==> src/rtl/thermal_alert_pkg.sv <==
package thermal_alert_pkg;

  // Comparison results handed from the datapath to the control
  typedef struct packed {
    logic overHigh;     // sample > high limit
    logic underLow;     // sample < low limit
    logic highRelease;  // sample < high limit - margin
    logic lowRelease;   // sample > low limit + margin
  } cmp_t;

  // Update strobes handed from the control to the datapath registers
  typedef struct packed {
    logic setHigh;
    logic clrHigh;
    logic setLow;
    logic clrLow;
    logic setAlert;
    logic clrAlert;
    logic loadDir;
    logic dirVal;
    logic wipe;
  } strobe_t;

endpackage

==> src/rtl/thermal_alert_datapath.sv <==
module thermal_alert_datapath
  import thermal_alert_pkg::*;
#(
  parameter int TEMP_W    = 12,
  parameter int FRAC_BITS = 4
) (
  input  logic              clk,
  input  logic              rstN,
  input  logic [TEMP_W-1:0] sampleData,
  input  logic [TEMP_W-1:0] limitHigh,
  input  logic [TEMP_W-1:0] limitLow,
  input  logic [1:0]        hystCode,
  input  strobe_t           stb,
  output cmp_t              cmp,
  output logic              flagHigh,
  output logic              flagLow,
  output logic              alertLatch,
  output logic              dirBit
);

  // Two guard bits keep limit +/- margin free of wrap-around
  localparam int EXT_W     = TEMP_W + 2;
  localparam int HYST_CNT  = 4;

  logic [EXT_W-1:0] hystTable [HYST_CNT];

  // Margin per code: 0, 1, 2, 4 degrees, scaled to LSBs
  for (genvar g = 0; g < HYST_CNT; g++) begin : gHyst
    localparam int DEG = (g == HYST_CNT - 1) ? 4 : g;
    assign hystTable[g] = EXT_W'(DEG << FRAC_BITS);
  end

  logic signed [EXT_W-1:0] sampleExt;
  logic signed [EXT_W-1:0] highExt;
  logic signed [EXT_W-1:0] lowExt;
  logic signed [EXT_W-1:0] marginExt;
  logic signed [EXT_W-1:0] highRelPoint;
  logic signed [EXT_W-1:0] lowRelPoint;

  always_comb begin
    sampleExt    = $signed({{2{sampleData[TEMP_W-1]}}, sampleData});
    highExt      = $signed({{2{limitHigh[TEMP_W-1]}}, limitHigh});
    lowExt       = $signed({{2{limitLow[TEMP_W-1]}}, limitLow});
    marginExt    = $signed(hystTable[hystCode]);
    highRelPoint = highExt - marginExt;
    lowRelPoint  = lowExt + marginExt;

    cmp.overHigh    = sampleExt > highExt;
    cmp.underLow    = sampleExt < lowExt;
    cmp.highRelease = sampleExt < highRelPoint;
    cmp.lowRelease  = sampleExt > lowRelPoint;
  end

  // Set dominates clear; wipe dominates both
  always_ff @(posedge clk or negedge rstN) begin
    if (!rstN) begin
      flagHigh   <= 1'b0;
      flagLow    <= 1'b0;
      alertLatch <= 1'b0;
      dirBit     <= 1'b0;
    end else if (stb.wipe) begin
      flagHigh   <= 1'b0;
      flagLow    <= 1'b0;
      alertLatch <= 1'b0;
      dirBit     <= 1'b0;
    end else begin
      if (stb.setHigh)       flagHigh <= 1'b1;
      else if (stb.clrHigh)  flagHigh <= 1'b0;

      if (stb.setLow)        flagLow <= 1'b1;
      else if (stb.clrLow)   flagLow <= 1'b0;

      if (stb.setAlert)      alertLatch <= 1'b1;
      else if (stb.clrAlert) alertLatch <= 1'b0;

      if (stb.loadDir)       dirBit <= stb.dirVal;
    end
  end

endmodule

==> src/rtl/thermal_alert_ctrl.sv <==
module thermal_alert_ctrl
  import thermal_alert_pkg::*;
(
  input  logic    sampleValid,
  input  logic    intMode,
  input  logic    cfgReadClr,
  input  logic    arwinClr,
  input  logic    resetCmd,
  input  cmp_t    cmp,
  output strobe_t stb
);

  logic hitHigh;
  logic hitLow;
  logic anyHit;

  always_comb begin
    hitHigh = sampleValid & cmp.overHigh;
    hitLow  = sampleValid & cmp.underLow;
    anyHit  = hitHigh | hitLow;

    stb = '0;
    if (resetCmd) begin
      stb.wipe = 1'b1;
    end else begin
      stb.setHigh = hitHigh;
      stb.setLow  = hitLow;
      stb.loadDir = anyHit;
      stb.dirVal  = hitHigh;
      if (intMode) begin
        // Latched behaviour: the read clears flags and pin, the win only the pin
        stb.clrHigh  = cfgReadClr;
        stb.clrLow   = cfgReadClr;
        stb.setAlert = anyHit;
        stb.clrAlert = cfgReadClr | arwinClr;
      end else begin
        // Comparator behaviour: flags fall back past the hysteresis point
        stb.clrHigh  = sampleValid & cmp.highRelease;
        stb.clrLow   = sampleValid & cmp.lowRelease;
        stb.clrAlert = 1'b1;
      end
    end
  end

endmodule

==> src/rtl/thermal_limit_alert.sv <==
module thermal_limit_alert
  import thermal_alert_pkg::*;
#(
  parameter int TEMP_W    = 12,
  parameter int FRAC_BITS = 4
) (
  input  logic              clk,
  input  logic              rstN,
  input  logic              sampleValid,
  input  logic [TEMP_W-1:0] sampleData,
  input  logic [TEMP_W-1:0] limitHigh,
  input  logic [TEMP_W-1:0] limitLow,
  input  logic              intMode,
  input  logic [1:0]        hystCode,
  input  logic              alertPolarity,
  input  logic              cfgReadClr,
  input  logic              arwinClr,
  input  logic              resetCmd,
  output logic              flagHigh,
  output logic              flagLow,
  output logic              alertPin,
  output logic              arDirBit
);

  cmp_t    cmp;
  strobe_t stb;
  logic    alertLatch;
  logic    alertActive;

  thermal_alert_datapath #(
    .TEMP_W    (TEMP_W),
    .FRAC_BITS (FRAC_BITS)
  ) u_datapath (
    .clk        (clk),
    .rstN       (rstN),
    .sampleData (sampleData),
    .limitHigh  (limitHigh),
    .limitLow   (limitLow),
    .hystCode   (hystCode),
    .stb        (stb),
    .cmp        (cmp),
    .flagHigh   (flagHigh),
    .flagLow    (flagLow),
    .alertLatch (alertLatch),
    .dirBit     (arDirBit)
  );

  thermal_alert_ctrl u_ctrl (
    .sampleValid (sampleValid),
    .intMode     (intMode),
    .cfgReadClr  (cfgReadClr),
    .arwinClr    (arwinClr),
    .resetCmd    (resetCmd),
    .cmp         (cmp),
    .stb         (stb)
  );

  assign alertActive = intMode ? alertLatch : (flagHigh | flagLow);
  assign alertPin    = alertPolarity ? alertActive : ~alertActive;

endmodule

==> config.mk <==
export PLATFORM = sky130hd
export DESIGN_NAME = thermal_limit_alert
export DESIGN_NICKNAME = d
export VERILOG_FILES = /design/src/rtl/thermal_alert_pkg.sv /design/src/rtl/thermal_alert_datapath.sv /design/src/rtl/thermal_alert_ctrl.sv /design/src/rtl/thermal_limit_alert.sv
export SDC_FILE = /design/constraint.sdc
export NUM_CORES = 1
export LEC_CHECK = 0
export ABC_AREA = 1
export BUFFER_PORTS_ARGS = -buffer_cell sky130_fd_sc_hd__buf_2
export CELL_PAD_IN_SITES_DETAIL_PLACEMENT = 0
export CELL_PAD_IN_SITES_GLOBAL_PLACEMENT = 2
export CORE_UTILIZATION = 28
export CTS_BUF_LIST = sky130_fd_sc_hd__clkbuf_16
export DETAILED_ROUTE_END_ITERATION = 10
export GPL_TIMING_DRIVEN = 0
export PLACE_DENSITY = 0.92
export SETUP_SLACK_MARGIN = 0.05
export SYNTH_ARGS = -nofsm -noshare
export SYNTH_HDL_FRONTEND = slang
export SYNTH_HIERARCHICAL = 1
export SYNTH_SLANG_ARGS = --single-unit
==> constraint.sdc <==
create_clock -name clk -period 0.8 [get_ports clk]
set_clock_uncertainty 0.05 [all_clocks]
set_input_delay 0.04 -clock clk [delete_from_list [all_inputs] [get_ports clk]]
set_output_delay 0.04 -clock clk [all_outputs]
set_load 0.03 [all_outputs]
After elaboration in Yosys (flattened, before gate mapping)
Index checks and enable logic that the tools add are counted.
{ "classes": {"bitwise_logic": 9, "order_cmp": 5, "n_addsub": 2, "mux": 22, "n_reduce_logical": 4} }
{ "ops": {"columns": ["operator", "n"], "rows": [
  ["$bmux W14 S2", 1],
  ["$mux W14", 2],
  ["$mux W1", 18],
  ["$add A12 B14 Y14", 1],
  ["$gt A12 B14 Y1", 1],
  ["$lt A12 B14 Y1", 1],
  ["$sub A12 B14 Y14", 1],
  ["$gt A12 B12 Y1", 1],
  ["$lt A12 B12 Y1", 1],
  ["$reduce_bool A3 Y1", 3],
  ["$mux W8", 1],
  ["$and A1 B1 Y1", 4],
  ["$ge A3 B3 Y1 const B", 1],
  ["$not A2 Y3", 1],
  ["$or A1 B1 Y1", 3],
  ["$reduce_bool A2 Y1", 1],
  ["$not A1 Y1", 1]
]} }
{ "totals": {"elab_cells": 46, "regBits": 4} }

Depth between registers and ports, before layout
{ "depth": {"word_depth": 12, "ltp_mapped": 25, "depth_no_buf": 25} }

By module
Netlist, hierarchy kept.
{ "by_module_without_submodules": {"columns": ["module", "area_each_um2", "instances", "seq_area_each_um2", "cells_per_inst"], "rows": [
  ["thermal_alert_datapath", 1767.9, 1, 100.1, 272],
  ["thermal_alert_ctrl", 86.3, 1, 0.0, 20],
  ["thermal_limit_alert", 48.8, 1, 0.0, 11]
]} }

Least setup slack after synthesis
No wires, ideal clock.
{ "synth_path": {"kind": "input-to-reg", "from": "in hystCode[0]", "to": "reg u_datapath.flagLow", "cell_stages": 24, "path_buffers": 0, "arrival_ns": 2.316, "path_slack_ns": -1.684, "setup_time_ns": 0.118, "required_time_ns": 0.632, "path_cell_list": "inv_1 > nor2_1 > ha_1 > inv_1 > fa_1 > o22ai_2 > nand2_1 > o21ai_1 > nand2_1 > ha_1 > nand2_1 > inv_1 > nand2_2 > inv_1 > a21oi_1 > nand2_1 > nand2_1 > nand2_1 > nor2_1 > a21oi_1 > nor2_1 > inv_1 > a21oi_1 > nor2_1"} }
{ "synth_rtl": {"columns": ["element", "line_no", "source"], "rows": [
  ["start, declared", "thermal_limit_alert.sv:14", "input logic [1:0] hystCode,"],
  ["end signal, assigned", "thermal_alert_datapath.sv:58", "flagLow <= 1'b0;"],
  ["end signal, assigned", "thermal_alert_datapath.sv:63", "flagLow <= 1'b0;"],
  ["end signal, assigned", "thermal_alert_datapath.sv:70", "if (stb.setLow) flagLow <= 1'b1;"],
  ["end, declared", "thermal_alert_datapath.sv:16", "output logic flagLow,"]
]} }

==> impl_metrics.py <==
metrics = {
    "worst_setup_path": {
        "crit_type": "in2reg",
        "critical-path-max-stage-delay_ns": 0.36,
        "path_max_fanout": 3,
        "setup.worst_path.end_class": "flop",
        "critical_path.top_delay_family": "simple AND/OR/NAND/NOR gates",
        "start_kind": "input pin",
        "rrSetupSlack_ns": -0.10,
        "reg2reg_from": "u_datapath/flagLow",
        "required_ns": 0.86,
        "slowest_stage": "fa_2",
        "worstPathArrival_ns": 2.58,
        "crit_chain": "buf_12 -> nor2_4 -> ha_4 -> inv_2 -> fa_2 -> o22ai_4 -> buf_6 -> xor2_1 -> ha_1 -> buf_4 -> nand4_1 -> nor2_2 -> nand3_1 -> nand2_1 -> nand2_1 -> nand2_1 -> nor2_1 -> a21oi_1 -> nor2_1 -> inv_1 -> a21oi_2 -> nor2_1",
        "r2r_end": "u_datapath/flagLow",
        "r2r_cells": 3,
        "critPathBufInv": 5,
    },
    "final_layout": {
        "final_cell_mix": "nand2_1 (68), inv_1 (41), ha_1 (31), buf_2 (28), nor2_1 (22)",
        "final_common_cell": "nand2_1",
        "postLayoutCoreUtil": 0.459,
        "area_growth_pct": 55.6,
        "num-nets-final": 465,
        "drive_gt1_frac": 0.422,
        "instances_no_fill": 442,
        "n_fill_cell": 644,
        "antenna_cells": 0,
    },
    "synthesis": {
        "synth_edf_count": 0,
        "synth_seq_cells": 4,
        "yosysUniqueCellTypes": 29,
        "synth_area_leaders": "ha_1 (33%), nand2_1 (16%), inv_1 (11%)",
        "ys.flop_type": "dfrtp_1",
        "async_flop_share": 1.00,
        "syn_nets": 401,
        "synthesis.area_um2": 1900,
        "postSynthCellCount": 303,
        "avgSynthCellArea_um2": 6.28,
        "synth_seq_area_share": 0.0526,
        "synth_warnings": 6,
        "synth_top_cell_by_area": "ha_1",
        "synth_top_area_frac": 0.329,
    },
    "timing": {
        "worst_slew_pin_slew_ns": 0.236,
        "period_needed_ns": 2.52,
        "hold_violations": 0,
        "grt_setup_unrepaired": "true",
        "finalCritPeriodShare": 3.15,
        "setup_viol": 8,
        "max_freq_ghz": 0.397,
        "setup_slack_ns": -1.72,
        "slew_viol_final": 0,
        "slew_headroom": 0.841,
    },
    "drt": {
        "post_drt_wl_per_cell_um": 11.1,
        "drt_iter0_drc": 36,
        "drc": 2,
        "ant_nets": 0,
        "first_pass_iters": 7,
        "vias_per_cell": 4.64,
        "vias": 2052,
        "wirelength_um": 4910,
    },
    "cts": {
        "h-tree-depth": 1,
        "numCtsBuffers": 3,
        "clock_latency_ns": 0.22,
        "clk_pin_slew_ns": 0.03,
        "cts.sinks": 4,
        "cts.root.buffer_cell": "clkbuf_16",
        "cts_tree": "built",
        "clockBufferDepth": 2,
    },
    "global_routing": {
        "antenna_found_initial": 0,
        "grt_pass1_vias": 1984,
        "track_usage": 0.140,
        "grt_pass1_wl_um": 8210,
        "grt_max_degree": 9,
        "grt-busiest-layer": "met2",
        "grt-ovfl-total": 0,
        "use_met2": 0.262,
        "grt_use_met1": 0.172,
        "use_met3": 0.0147,
    },
    "pwr": {
        "seqPwrFrac": 0.086,
        "p_comb_frac": 0.631,
        "power_density_nw_per_um2": 924,
        "cellInternalPower_mw": 1.65,
        "swShare": 0.395,
        "p_switching_mw": 1.08,
        "pwr-share-clk": 0.283,
        "p_leak_nw": 1.53,
        "irDropWorstVdd_mv": 0.576,
    },
    "floorplan": {
        "core_area_um2": 6460,
        "fp.dieW_um": 84.4,
        "io_pins": 50,
        "dieArea_um2": 7130,
        "initial_utilization": 0.295,
        "core.rowCount": 29,
        "dieHeight_um": 84.4,
    },
    "placement": {
        "dp_cells": 429,
        "place_congestion": 0.789,
        "dp_hpwl_um": 4080,
        "port_buffers": 49,
    },
    "job": {
        "cap_violations": 0,
    },
    "hold_path": {
        "hold_class": "in2async",
    },
    "status": {
        "failed_checks": "design-rule violations, negative setup slack",
        "status": "finished, violations left",
    },
}
[through the flow]
stage | hold WS, ns | worst slack [ns] | instance area (um^2) | power [mW] | TNS (ns)
2_1_floorplan | -0.306 | -1.57 | 2090 | 1.18 | -4.40
3_3_place_gp | -0.206 | -2.04 | 2430 | 1.61 | -6.23
3_5_place_dp | -0.201 | -2.05 | 2430 | 1.63 | -6.32
4_1_cts | 0.108 | -1.69 | 2760 | 2.60 | -5.29
5_1_grt | 0.126 | -1.93 | 2960 | 3.01 | -6.12
6_report | 0.102 | -1.72 | 2960 | 2.74 | -5.31
[power groups by stage]
stage,Clock [mW],Combinational (mW),Sequential [mW]
2_1_floorplan,0,0.924,0.257
3_3_place_gp,0,1.37,0.235
3_5_place_dp,0,1.39,0.236
4_1_cts,0.785,1.58,0.236
5_1_grt,0.816,1.96,0.239
6_report,0.774,1.73,0.236
[per-layer routing]
metal	part of all wire	routed length [um]
met5	0	0
met3	0.027	131
met1	0.45	2230
met4	0.0085	42
met2	0.51	2510
[Yosys cell counts, types with 3 or more instances]
library cell / instances
xor2_1: 10
nand2_2: 3
nand4_1: 8
nor2_1: 29
inv_1: 57
a21oi_1: 21
nand2_1: 83
o21ai_0: 3
nand3_1: 9
ha_1: 50
dfrtp_1: 4
inv_2: 3
[kinds of logic after synthesis]
kind of cell	synth area share
adders and majority gates	0.350
and+or+nand+nor	0.318
DFF	0.0526
buffers and inverters	0.128
AOI/OAI and AO/OA	0.101
xor gates and xnor gates	0.0506
[registers in the layout (all words and copies together) (netlist names)]
| register | flops |
|---|---|
| u_datapath/alertLatch | 1 |
| u_datapath/dirBit | 1 |
| u_datapath/flagHigh | 1 |
| u_datapath/flagLow | 1 |
[worst max-delay path by stage]
stage | from | to | slack [ns] | depth (start not counted)
4_1_cts | hystCode[0] | u_datapath/flagLow | -1.69 | 25
6_report | hystCode[1] | u_datapath/flagLow | -1.72 | 22
5_1_grt | hystCode[1] | u_datapath/flagHigh | -1.93 | 20
3_3_place_gp | hystCode[0] | u_datapath/flagLow | -2.04 | 25
2_1_floorplan | hystCode[0] | u_datapath/flagLow | -1.57 | 24
3_5_place_dp | hystCode[0] | u_datapath/flagLow | -2.05 | 24
[what timing repair did]
action | CTS | global route
cloned | 0 | 0
setup buffers | 4 | 5
hold buffers | 1 | 0
hold endpoints to repair | 4 | 0
resized for setup | 57 | 37
pin swaps | 26 | 41
endpoints found under the setup margin | 8 | 8
[final cells by class]
class / instances / area [um^2] / share of cell area
multi-input combinational: 236 / 1960 / 0.663
clock buffer: 3 / 75.1 / 0.0253
sequential: 4 / 103 / 0.0346
timing repair buffer: 59 / 449 / 0.152
inverter: 61 / 260 / 0.0879
buffer: 2 / 15.0 / 0.00507
tap: 77 / 96.3 / 0.0325
Power figures use the tool's default switching activity.
